<file path="src/rtl/lpm_pkg.sv">
package lpm_pkg;
  typedef enum logic [1:0] {
    MODE_RUN  = 2'd0,
    MODE_IDLE = 2'd1,
    MODE_XFER = 2'd2,
    MODE_DOWN = 2'd3
  } lpm_mode_e;
endpackage

</file>
<file path="src/rtl/lpm_nmi_edge.sv">
module lpm_nmi_edge #(
  parameter int SYNC_STAGES = 2
) (
  input  logic clk,
  input  logic rst,
  input  logic nmi_n,
  output logic nmi_fall
);
  // stages [0..SYNC_STAGES-1] synchronize, the last one holds the previous value
  logic [SYNC_STAGES:0] sh_q;

  always_ff @(posedge clk) begin
    if (rst) sh_q <= '1;
    else     sh_q <= {sh_q[SYNC_STAGES-1:0], nmi_n};
  end

  assign nmi_fall = sh_q[SYNC_STAGES] & ~sh_q[SYNC_STAGES-1];

  AST_FALL_SINGLE: assert property (@(posedge clk) disable iff (rst) nmi_fall |=> !nmi_fall);
endmodule

</file>
<file path="src/rtl/lpm_arbiter.sv">
module lpm_arbiter #(
  parameter int N_SRC  = 8,
  parameter int PRIO_W = 4,
  localparam int IDX_W = (N_SRC > 1) ? $clog2(N_SRC) : 1
) (
  input  logic [N_SRC-1:0]        valid,
  input  logic [N_SRC-1:0]        xfer,
  input  logic [N_SRC*PRIO_W-1:0] prio,
  output logic                    any,
  output logic [IDX_W-1:0]        idx,
  output logic [PRIO_W-1:0]       win_prio,
  output logic                    win_xfer
);
  logic [PRIO_W-1:0] prio_arr [N_SRC];

  for (genvar g = 0; g < N_SRC; g++) begin : g_slice
    assign prio_arr[g] = prio[g*PRIO_W +: PRIO_W];
  end

  // linear scan: strict compare keeps the lowest index on a tie
  always_comb begin
    any      = 1'b0;
    idx      = '0;
    win_prio = '0;
    win_xfer = 1'b0;
    for (int i = 0; i < N_SRC; i++) begin
      if (valid[i] && (!any || (prio_arr[i] > win_prio))) begin
        any      = 1'b1;
        idx      = IDX_W'(i);
        win_prio = prio_arr[i];
        win_xfer = xfer[i];
      end
    end
  end
endmodule

</file>
<file path="src/rtl/lpm_fsm.sv">
module lpm_fsm import lpm_pkg::*; #(
  parameter int N_SRC  = 8,
  parameter int PRIO_W = 4,
  localparam int IDX_W = (N_SRC > 1) ? $clog2(N_SRC) : 1
) (
  input  logic              clk,
  input  logic              rst,
  input  logic              idle_cmd,
  input  logic              pwrdn_cmd,
  input  logic [N_SRC-1:0]  req_en,
  input  logic              glob_ien,
  input  logic [PRIO_W-1:0] cpu_prio,
  input  logic              nmi_fall,
  input  logic              wdt_ovf,
  input  logic              vreg_off_arm,
  input  logic              rtc_keep,
  input  logic              xfer_done,
  input  logic              arb_any,
  input  logic [IDX_W-1:0]  arb_idx,
  input  logic [PRIO_W-1:0] arb_prio,
  input  logic              arb_xfer,
  output logic [N_SRC-1:0]  en_snap,
  output lpm_mode_e         mode,
  output logic              wake,
  output logic              nmi_trap,
  output logic              vec_take,
  output logic [IDX_W-1:0]  vec_src,
  output logic              xfer_grant,
  output logic [IDX_W-1:0]  xfer_src,
  output logic              cpu_clk_en,
  output logic              periph_clk_en,
  output logic              rtc_clk_en,
  output logic              wdt_run,
  output logic              main_vreg_en,
  output logic              int_rst
);
  lpm_mode_e        state_q, state_d;
  logic [N_SRC-1:0] snap_q, snap_d;
  logic             pend_q, pend_d;
  logic             wake_d, trap_d, vec_d, grant_d, irst_d;
  logic [IDX_W-1:0] vsrc_q, vsrc_d, xsrc_q, xsrc_d;
  logic             evt_nmi, above, can_service, can_vector;

  assign evt_nmi     = nmi_fall | pend_q;
  assign above       = glob_ien && (arb_prio > cpu_prio);
  assign can_service = arb_xfer && above;
  assign can_vector  = !arb_xfer && above;

  always_comb begin
    state_d = state_q;
    snap_d  = snap_q;
    pend_d  = pend_q | nmi_fall;
    wake_d  = 1'b0;
    trap_d  = 1'b0;
    vec_d   = 1'b0;
    grant_d = 1'b0;
    irst_d  = 1'b0;
    vsrc_d  = vsrc_q;
    xsrc_d  = xsrc_q;
    unique case (state_q)
      MODE_RUN: begin
        if (evt_nmi) begin
          trap_d = 1'b1;
          pend_d = 1'b0;
        end
        if (wdt_ovf) begin
          irst_d = 1'b1;
          snap_d = '0;
        end else if (!evt_nmi && pwrdn_cmd) begin
          state_d = MODE_DOWN;
        end else if (!evt_nmi && idle_cmd) begin
          state_d = MODE_IDLE;
          snap_d  = req_en;
        end
      end
      MODE_IDLE: begin
        if (evt_nmi) begin
          state_d = MODE_RUN;
          wake_d  = 1'b1;
          trap_d  = 1'b1;
          pend_d  = 1'b0;
        end else if (arb_any) begin
          if (can_service) begin
            state_d = MODE_XFER;
            grant_d = 1'b1;
            xsrc_d  = arb_idx;
          end else begin
            state_d = MODE_RUN;
            wake_d  = 1'b1;
            vec_d   = can_vector;
            if (can_vector) vsrc_d = arb_idx;
          end
        end else if (wdt_ovf) begin
          state_d = MODE_RUN;
          irst_d  = 1'b1;
          snap_d  = '0;
        end
      end
      MODE_XFER: begin
        if (wdt_ovf) begin
          state_d = MODE_RUN;
          irst_d  = 1'b1;
          snap_d  = '0;
        end else if (xfer_done) begin
          if (evt_nmi) begin
            state_d = MODE_RUN;
            wake_d  = 1'b1;
            trap_d  = 1'b1;
            pend_d  = 1'b0;
          end else begin
            state_d = MODE_IDLE;
          end
        end
      end
      MODE_DOWN: begin
        pend_d = 1'b0;
      end
      default: state_d = MODE_RUN;
    endcase
  end

  always_ff @(posedge clk) begin
    if (rst) begin
      state_q    <= MODE_RUN;
      snap_q     <= '0;
      pend_q     <= 1'b0;
      wake       <= 1'b0;
      nmi_trap   <= 1'b0;
      vec_take   <= 1'b0;
      xfer_grant <= 1'b0;
      int_rst    <= 1'b0;
      vsrc_q     <= '0;
      xsrc_q     <= '0;
    end else begin
      state_q    <= state_d;
      snap_q     <= snap_d;
      pend_q     <= pend_d;
      wake       <= wake_d;
      nmi_trap   <= trap_d;
      vec_take   <= vec_d;
      xfer_grant <= grant_d;
      int_rst    <= irst_d;
      vsrc_q     <= vsrc_d;
      xsrc_q     <= xsrc_d;
    end
  end

  // enables decoded from the next state and registered alongside it
  always_ff @(posedge clk) begin
    if (rst) begin
      cpu_clk_en    <= 1'b1;
      periph_clk_en <= 1'b1;
      wdt_run       <= 1'b1;
      main_vreg_en  <= 1'b1;
      rtc_clk_en    <= 1'b1;
    end else begin
      cpu_clk_en    <= (state_d == MODE_RUN);
      periph_clk_en <= (state_d != MODE_DOWN);
      wdt_run       <= (state_d != MODE_DOWN);
      if (state_d == MODE_DOWN && state_q != MODE_DOWN) begin
        main_vreg_en <= !vreg_off_arm;
        rtc_clk_en   <= rtc_keep;
      end else if (state_d != MODE_DOWN) begin
        main_vreg_en <= 1'b1;
        rtc_clk_en   <= 1'b1;
      end
    end
  end

  assign mode     = state_q;
  assign en_snap  = snap_q;
  assign vec_src  = vsrc_q;
  assign xfer_src = xsrc_q;

  AST_GRANT_FROM_IDLE: assert property (@(posedge clk) disable iff (rst) xfer_grant |-> (state_q == MODE_XFER) && ($past(state_q) == MODE_IDLE));
  AST_WAKE_TO_RUN: assert property (@(posedge clk) disable iff (rst) wake |-> (state_q == MODE_RUN) && ($past(state_q) != MODE_RUN));
  AST_NO_REIDLE: assert property (@(posedge clk) disable iff (rst) (state_q == MODE_RUN) && !idle_cmd && !pwrdn_cmd |=> (state_q == MODE_RUN));
  AST_TRAP_PULSE: assert property (@(posedge clk) disable iff (rst) nmi_trap |=> !nmi_trap);
  AST_VEC_LEVEL: assert property (@(posedge clk) disable iff (rst) vec_take |-> ($past(arb_prio) != '0));
  AST_RST_CAUSE: assert property (@(posedge clk) disable iff (rst) int_rst |-> $past(wdt_ovf));
  AST_DOWN_STICKY: assert property (@(posedge clk) disable iff (rst) (state_q == MODE_DOWN) |=> (state_q == MODE_DOWN));
  AST_VREG_ENTRY: assert property (@(posedge clk) disable iff (rst) $rose(state_q == MODE_DOWN) |-> (main_vreg_en == !$past(vreg_off_arm)));
endmodule

</file>
<file path="src/rtl/lpm_ctrl.sv">
module lpm_ctrl #(
  parameter int N_SRC       = 8,
  parameter int PRIO_W      = 4,
  parameter int SYNC_STAGES = 2,
  localparam int IDX_W      = (N_SRC > 1) ? $clog2(N_SRC) : 1
) (
  input  logic                    clk,
  input  logic                    rst,
  input  logic                    idle_cmd,
  input  logic                    pwrdn_cmd,
  input  logic [N_SRC-1:0]        req,
  input  logic [N_SRC-1:0]        req_en,
  input  logic [N_SRC-1:0]        req_xfer,
  input  logic [N_SRC*PRIO_W-1:0] req_prio,
  input  logic                    glob_ien,
  input  logic [PRIO_W-1:0]       cpu_prio,
  input  logic                    nmi_n,
  input  logic                    wdt_ovf,
  input  logic                    vreg_off_arm,
  input  logic                    rtc_keep,
  input  logic                    xfer_done,
  output logic [1:0]              mode,
  output logic                    wake,
  output logic                    nmi_trap,
  output logic                    vec_take,
  output logic [IDX_W-1:0]        vec_src,
  output logic                    xfer_grant,
  output logic [IDX_W-1:0]        xfer_src,
  output logic                    cpu_clk_en,
  output logic                    periph_clk_en,
  output logic                    rtc_clk_en,
  output logic                    wdt_run,
  output logic                    main_vreg_en,
  output logic                    int_rst
);
  logic               nmi_fall;
  logic [N_SRC-1:0]   en_snap, act_mask;
  logic               arb_any, arb_xfer;
  logic [IDX_W-1:0]   arb_idx;
  logic [PRIO_W-1:0]  arb_prio;
  lpm_pkg::lpm_mode_e mode_e;

  assign act_mask = req & en_snap;

  lpm_nmi_edge #(.SYNC_STAGES(SYNC_STAGES)) u_nmi (
    .clk(clk), .rst(rst), .nmi_n(nmi_n), .nmi_fall(nmi_fall)
  );

  lpm_arbiter #(.N_SRC(N_SRC), .PRIO_W(PRIO_W)) u_arb (
    .valid(act_mask), .xfer(req_xfer), .prio(req_prio),
    .any(arb_any), .idx(arb_idx), .win_prio(arb_prio), .win_xfer(arb_xfer)
  );

  lpm_fsm #(.N_SRC(N_SRC), .PRIO_W(PRIO_W)) u_fsm (
    .clk(clk), .rst(rst), .idle_cmd(idle_cmd), .pwrdn_cmd(pwrdn_cmd),
    .req_en(req_en), .glob_ien(glob_ien), .cpu_prio(cpu_prio),
    .nmi_fall(nmi_fall), .wdt_ovf(wdt_ovf), .vreg_off_arm(vreg_off_arm),
    .rtc_keep(rtc_keep), .xfer_done(xfer_done),
    .arb_any(arb_any), .arb_idx(arb_idx), .arb_prio(arb_prio), .arb_xfer(arb_xfer),
    .en_snap(en_snap), .mode(mode_e), .wake(wake), .nmi_trap(nmi_trap),
    .vec_take(vec_take), .vec_src(vec_src), .xfer_grant(xfer_grant),
    .xfer_src(xfer_src), .cpu_clk_en(cpu_clk_en), .periph_clk_en(periph_clk_en),
    .rtc_clk_en(rtc_clk_en), .wdt_run(wdt_run), .main_vreg_en(main_vreg_en),
    .int_rst(int_rst)
  );

  assign mode = mode_e;

  AST_ARB_PICK: assert property (@(posedge clk) disable iff (rst) arb_any |-> act_mask[arb_idx]);
endmodule

</file>
<file path="config.mk">
export PLATFORM = sky130hd
export DESIGN_NAME = lpm_ctrl
export DESIGN_NICKNAME = d
export VERILOG_FILES = /design/src/rtl/lpm_pkg.sv /design/src/rtl/lpm_nmi_edge.sv /design/src/rtl/lpm_arbiter.sv /design/src/rtl/lpm_fsm.sv /design/src/rtl/lpm_ctrl.sv
export SDC_FILE = /design/constraint.sdc
export NUM_CORES = 1
export LEC_CHECK = 0
export BUFFER_PORTS_ARGS = -buffer_cell sky130_fd_sc_hd__buf_2
export CORE_MARGIN = 2
export CORE_UTILIZATION = 54
export DETAILED_ROUTE_END_ITERATION = 6
export PLACE_DENSITY_LB_ADDON = 0.25
export SYNTH_ARGS = -nofsm -noshare
export SYNTH_HDL_FRONTEND = slang
export SYNTH_HIERARCHICAL = 1
export SYNTH_SLANG_ARGS = --single-unit
</file>
<file path="constraint.sdc">
create_clock -name clk -period 18.7 [get_ports clk]
set_input_delay 3.74 -clock clk [delete_from_list [all_inputs] [get_ports clk]]
set_output_delay 3.74 -clock clk [all_outputs]
set_load 0.005 [all_outputs]
</file>
Word-level counts from Yosys, hierarchy flattened
Index checks and enable logic that the tools add are counted.
{"block": "op_classes", "magnitude_cmp": 8, "eq_ne": 10, "n_mux": 68, "bitwise": 8, "n_reduce_logical": 42}
{"cell": "$mux 8", "n": 6}
{"cell": "$mux 1", "n": 33}
{"cell": "$gt 4x4->1", "n": 8}
{"cell": "$mux 4", "n": 8}
{"cell": "$pmux 8 s3", "n": 1}
{"cell": "$mux 2", "n": 11}
{"cell": "$logic_and 1x1->1", "n": 13}
{"cell": "$mux 3", "n": 4}
{"cell": "$logic_not 1->1", "n": 10}
{"cell": "$reduce_and 5->1", "n": 2}
{"cell": "$and 8x8->8", "n": 1}
{"cell": "$ne 2x2->1 const B", "n": 4}
{"cell": "$pmux 1 s2", "n": 4}
{"cell": "$logic_or 1x1->1", "n": 7}
{"cell": "$eq 2x2->1 const B", "n": 3}
{"cell": "$pmux 2 s3", "n": 1}
{"cell": "$not 1->1", "n": 5}
{"cell": "$reduce_or 5->1", "n": 1}
{"cell": "$logic_not 2->1", "n": 2}
{"cell": "$reduce_and 4->1", "n": 1}
{"cell": "$reduce_or 2->1", "n": 2}
{"cell": "$reduce_or 4->1", "n": 1}
{"cell": "$ne 3x2->1 const B", "n": 1}
{"cell": "$ne 3x3->1 const B", "n": 1}
{"cell": "other kinds (6)", "n": 6}
{"block": "totals", "register_bits": 29, "output_inout_bits": 18}

Depth between registers and ports, before layout
{"block": "depth", "depth_word": 40, "depth_mapped": 63, "depth_no_buf": 56}

Modules after synthesis
The synthesis kept the hierarchy.
{"mod": "lpm_arbiter", "n_inst": 1, "cells_each": 215, "area_each_um2": 1654.1}
{"mod": "lpm_fsm", "n_inst": 1, "cells_each": 153, "area_each_um2": 1347.5}
{"mod": "lpm_nmi_edge", "n_inst": 1, "cells_each": 7, "area_each_um2": 85.1}
{"mod": "lpm_ctrl", "n_inst": 1, "cells_each": 8, "area_each_um2": 50.0}

Least setup slack after synthesis
Ideal clock, no wire load.
{"block": "synth_timing", "path_type": "input to register", "start": "in req[0]", "end": "reg u_fsm.vsrc_q[0] (netlist: u_fsm/vec_src[0])", "t_arrival_ns": 14.725, "required_time_ns": 18.572, "path_slack_ns": 3.847, "stages": 58, "n_path_buf": 7, "path_cell_list": "and2_1 buf_6 nand2_1 ha_1 nand2_1 or2_0 buf_2 o211a_1 buf_2 nor2_1 a21oi_1 ha_1 nor2b_1 o211ai_1 a21o_1 buf_6 or2_2 nand2_1 [... 22 more ...] o21ai_1 buf_2 nor2_1 a221o_1 ha_1 a211oi_1 nand2_1 a21oi_1 nand2b_1 nor3_1 a211oi_1 ha_1 nand2_1 o21ai_0 and4b_1 buf_2 mux2i_1 nor2_1"}
{"block": "synth_between", "elab_chain_cells": 35, "elab_cells_between_ends": 67}
{"item": "start, declared", "line": "lpm_ctrl.sv:11", "source": "input logic [N_SRC-1:0] req,"}
{"item": "$and 8x8->8 *", "line": "lpm_ctrl.sv:43", "source": "assign act_mask = req & en_snap;"}
{"item": "$mux 4 / $mux 1 (equally long branches)", "line": "lpm_arbiter.sv:27", "source": "if (valid[i] && (!any || (prio_arr[i] > win_prio))) begin"}
{"item": "$gt 4x4->1 / $logic_not 1->1 (equally long branches)", "line": "lpm_arbiter.sv:27"}
{"item": "$logic_or 1x1->1", "line": "lpm_arbiter.sv:27"}
{"item": "$logic_and 1x1->1", "line": "lpm_arbiter.sv:27"}
{"item": "$mux 4 / $mux 1 (equally long branches)", "line": "lpm_arbiter.sv:27"}
{"item": "$gt 4x4->1 / $logic_not 1->1 (equally long branches)", "line": "lpm_arbiter.sv:27"}
{"item": "$logic_or 1x1->1", "line": "lpm_arbiter.sv:27"}
{"item": "[... 20 more ...]"}
{"item": "$logic_and 1x1->1", "line": "lpm_arbiter.sv:27"}
{"item": "$mux 4 *", "line": "lpm_arbiter.sv:27"}
{"item": "via arb_prio[3]", "line": "lpm_ctrl.sv:40", "source": "logic [PRIO_W-1:0] arb_prio;"}
{"item": "$gt 4x4->1 *", "line": "lpm_fsm.sv:45", "source": "assign above = glob_ien && (arb_prio > cpu_prio);"}
{"item": "$logic_and 1x1->1 *", "line": "lpm_fsm.sv:45"}
{"item": "$logic_and 1x1->1", "line": "lpm_fsm.sv:46", "source": "assign can_service = arb_xfer && above;"}
{"item": "$not 1->1 (no source line)"}
{"item": "$reduce_and 5->1 (no source line) *"}
{"item": "end signal, assigned", "line": "lpm_fsm.sv:143", "source": "vsrc_q <= vsrc_d;"}
{"item": "end, declared", "line": "lpm_fsm.sv:41", "source": "logic [IDX_W-1:0] vsrc_q, vsrc_d, xsrc_q, xsrc_d;"}
Mark *: on every way through the listed nets, which the timed path passes. The rest lies on a longest branch.
A chain may end at the register's enable or synchronous reset.

Worst setup path after layout
{"block": "layout_timing", "start": "in req[0]", "end": "reg u_fsm.vsrc_q[1] (netlist: u_fsm/vec_src[1])"}
{"block": "layout_between", "elab_chain_cells": 35, "elab_cells_between_ends": 66}
{"item": "$and 8x8->8 *", "line": "lpm_ctrl.sv:43"}
{"item": "via act_mask[0]", "line": "lpm_ctrl.sv:37", "source": "logic [N_SRC-1:0] en_snap, act_mask;"}
{"item": "$mux 4 / $mux 1 (equally long branches)", "line": "lpm_arbiter.sv:27"}
{"item": "$gt 4x4->1 / $logic_not 1->1 (equally long branches)", "line": "lpm_arbiter.sv:27"}
{"item": "$logic_or 1x1->1", "line": "lpm_arbiter.sv:27"}
{"item": "$logic_and 1x1->1", "line": "lpm_arbiter.sv:27"}
{"item": "$mux 4 / $mux 1 (equally long branches)", "line": "lpm_arbiter.sv:27"}
{"item": "$gt 4x4->1 / $logic_not 1->1 (equally long branches)", "line": "lpm_arbiter.sv:27"}
{"item": "[... 21 more ...]"}
{"item": "$logic_and 1x1->1", "line": "lpm_arbiter.sv:27"}
{"item": "$mux 4 *", "line": "lpm_arbiter.sv:27"}
{"item": "via arb_prio[1]", "line": "lpm_ctrl.sv:40"}
{"item": "$gt 4x4->1 *", "line": "lpm_fsm.sv:45"}
{"item": "$logic_and 1x1->1 *", "line": "lpm_fsm.sv:45"}
{"item": "$logic_and 1x1->1", "line": "lpm_fsm.sv:46"}
{"item": "$not 1->1 (no source line)"}
{"item": "$reduce_and 5->1 (no source line) *"}
Marked as above.

==> reports/qor.csv <==
stage,metric,value,unit
outcome,status,"finished, final reports clean",
grt,overflow,0,
sta,finalHoldViolations,0,
placement,hpwl,6514,um
die,design.core.area,0.005574,mm2
placement,port-buffer-count,87,
power,max-vdd-ir-drop,0.00006666,V
worst_setup_path,crit_path_max_fanout,15,
clock_network,tritoncts.num_buffers,5,
yosys,synth_nets,490,
clock_network,postCtsSetupBuffers,0,
hold_path,min_from,u_nmi/sh_q[0],
yosys,synth.yosys.seq_area_share,18.51,%
die,die_area,0.006434,mm2
power,total_power,229.8,uW
placement,place.gp.congestion,0.9616,
clock_network,cts_root_buffer,clkbuf_8,
hold_path,hp-class,reg2reg,
detailed_routing,drc,0,
final_layout,postLayoutCoreUtil,64.67,%
sta,slew_viol_final,0,
clock_network,cts_sinks,29,
clock_network,hold_buffers,0,
detailed_routing,first_pass_iters,6,
worst_setup_path,cp-end-kind,flip-flop,
worst_setup_path,crit_top_cell,ha_1,
worst_setup_path,ff2ff_setup_slack,5090,ps
worst_setup_path,r2r-start,u_fsm/en_snap[0],
hold_path,worstHoldEndpoint,u_nmi/sh_q[1],
final_layout,drive_gt1_share,27.71,%
placement,place_inst,526,
sta,setup_tns,0,ps
die,start_util,56.27,%
flow_run,max_cap_violations,0,
sta,slew_headroom,34.29,%
detailed_routing,wl_per_cell,14.83,um
yosys,synth.area.top_cells,"dfxtp_1, ha_1, nor2_1",
yosys,yosys_warnings,6,
clock_network,ctsResizeCount,0,
yosys,synthDistinctLibCells,76,
worst_setup_path,crit_start,req[0],
grt,track_usage,25.22,%
grt,grt_pass1_vias,2953,
die,row_count,27,
hold_path,hold_path_depth,1,
worst_setup_path,r2r_cells,51,
final_layout,diodes,0,
sta,rsz0062_at_grt,no,
yosys,yosysTopAreaCellShare,18.51,%
yosys,syn_area_per_cell,8.190,um2
yosys,synth_most_common_cell,nor2_1,
final_layout,finalNonFillerCells,534,
sta,max_slew.worst_pin.slew,985.7,ps
die,die_y,80.22,um
final_layout,final_nets,568,
yosys,synthFlopType,dfxtp_1,
detailed_routing,drt-total-wl,7920,um
sta,setup_viol,0,
die,fp.dieW,80.22,um
yosys,synth_edf_count,0,
detailed_routing,routed-via-count,3115,
power,power_density,63.74,mW/mm2
worst_setup_path,critical-path-slowest-cell,a22oi_1,
placement,place_ws,1799,ps
detailed_routing,drtIter0Drc,168,
grt,antenna_found_initial,0,
sta,max_freq,59.54,MHz
clock_network,cts_tree,built,
worst_setup_path,cp.required,18850,ps
clock_network,htreeDepth,2,
clock_network,cts.path.max_buffers,2,
yosys,synth_top_cell_by_area,dfxtp_1,
clock_network,clk_pin_slew,60,ps
yosys,synth_commonest_cells,"nor2_1, ha_1, nand2_1, dfxtp_1, a21oi_1",
detailed_routing,ant_nets,0,
yosys,syn_area,0.003137,mm2
sta,finalCritPeriodShare,89.82,%
final_layout,area_growth,14.92,%
worst_setup_path,cpPeakStageDelay,750,ps
sta,skew,4.051,ps
worst_setup_path,rr_endpoint,u_fsm/vec_src[1],
sta,fin_ws,1904,ps
sta,finalCriticalPeriod,16800,ps
yosys,postSynthCellCount,383,
clock_network,clk_latency,270,ps
worst_setup_path,start_kind,primary input,
grt,grt_max_degree,27,
power,p_leak,0.001651,uW
yosys,synthArstFlopShare,0,%
worst_setup_path,cp.arrival,16940,ps
worst_setup_path,path_class,in2reg,
yosys,ys_ff_latch,29,
grt,grt_pass1_wl,13010,um
die,num_io_pins,88,
detailed_routing,avgViaCountPerCell,5.833,
## worst max-delay path: cells and delay by family
| kind | cells | cell delay, ps |
|---|---|---|
| buffers and inverters | 1 | 70 |
| AND/OR/NAND/NOR | 18 | 3160 |
| AO/OA/AOI/OAI | 23 | 6830 |
| multiplexers | 2 | 570 |
| adder cells (fa/ha/maj) | 8 | 2550 |
## state kept, by name (all words and copies together) (netlist names)
name,flops
u_fsm/cpu_clk_en,1
u_fsm/en_snap,8
u_fsm/int_rst,1
u_fsm/main_vreg_en,1
u_fsm/mode,2
u_fsm/nmi_trap,1
u_fsm/pend_q,1
u_fsm/rtc_clk_en,1
u_fsm/vec_src,3
u_fsm/vec_take,1
u_fsm/wake,1
u_fsm/wdt_run,1
u_fsm/xfer_grant,1
u_fsm/xfer_src,3
u_nmi/sh_q,3
## worst max-delay path by stage
stage                             to  depth (start not counted)
CTS                 u_fsm/vec_src[1]                         52
finish              u_fsm/vec_src[1]                         52
global route        u_fsm/vec_src[1]                         52
global placement    u_fsm/vec_src[0]                         52
floorplan           u_fsm/vec_src[0]                         58
detailed placement  u_fsm/vec_src[1]                         52
## cell families after synthesis
family / count (synthesis) / share of synthesized area [%]
flops: 29 / 18.51
fa+ha+maj: 37 / 14.76
mux: 10 / 3.670
buf+inv: 36 / 6.860
simple gates: 163 / 27.88
compound gates: 108 / 28.32
## cell type report
type | instances | area [um2]
Sequential cell | 29 | 580.6
Clock inverter | 2 | 10.01
Inverter | 20 | 75.07
Clock buffer | 6 | 72.57
Fill cell | 525 | 1969
Multi-Input combinational cell | 318 | 2341
Tap cell | 72 | 90.09
Timing Repair Buffer | 87 | 435.4
## cells in the final DEF, fill, tap and decap left out, types with 3 or more instances in the layout
cell type	netlist	routed
or2_1	3	3
a21o_1	4	4
o2111ai_1	3	3
nor3_1	8	8
a31oi_1	6	6
a211oi_1	9	9
o21a_1	4	4
or2_2	5	5
ha_1	37	37
nand3_1	11	11
o21ai_1	3	3
and2_1	9	9
mux2_4	3	3
nand2b_1	4	4
nor2b_1	8	8
a221o_1	3	3
o211ai_1	5	5
dfxtp_1	29	29
o2bb2ai_1	3	3
inv_1	20	20
nor2_1	44	44
a31oi_4	3	3
mux2i_1	7	7
a21oi_1	25	25
nand4_1	7	7
o21ai_0	8	8
clkbuf_8	0	5
nand2_1	37	37
buf_2	5	87
nand3b_1	6	6
## where the power goes
| part | internal (uW) | switching [uW] |
|---|---|---|
| logic | 48.8 | 64.9 |
| clock network | 25.7 | 22.3 |
| registers | 65.7 | 2.43 |
## per-stage QoR
| stage | cell area, um2 | hold slack [ps] |
|---|---|---|
| 2_1_floorplan | 3137 | 383.2 |
| 3_3_place_gp | 3522 | 383.8 |
| 3_5_place_dp | 3522 | 388.5 |
| 4_1_cts | 3605 | 405.9 |
| 5_1_grt | 3605 | 435.1 |
| 6_report | 3605 | 404.6 |
## layer usage
metal	vias up	global-route usage [%]	part of all wire [%]
li1	1580	-	-
met1	1402	32.47	44
met2	127	44.17	47
met3	6	4.270	8.1
met4	0	5.085	0.58
met5	-	0	0
(Power assumes the default switching activity.)
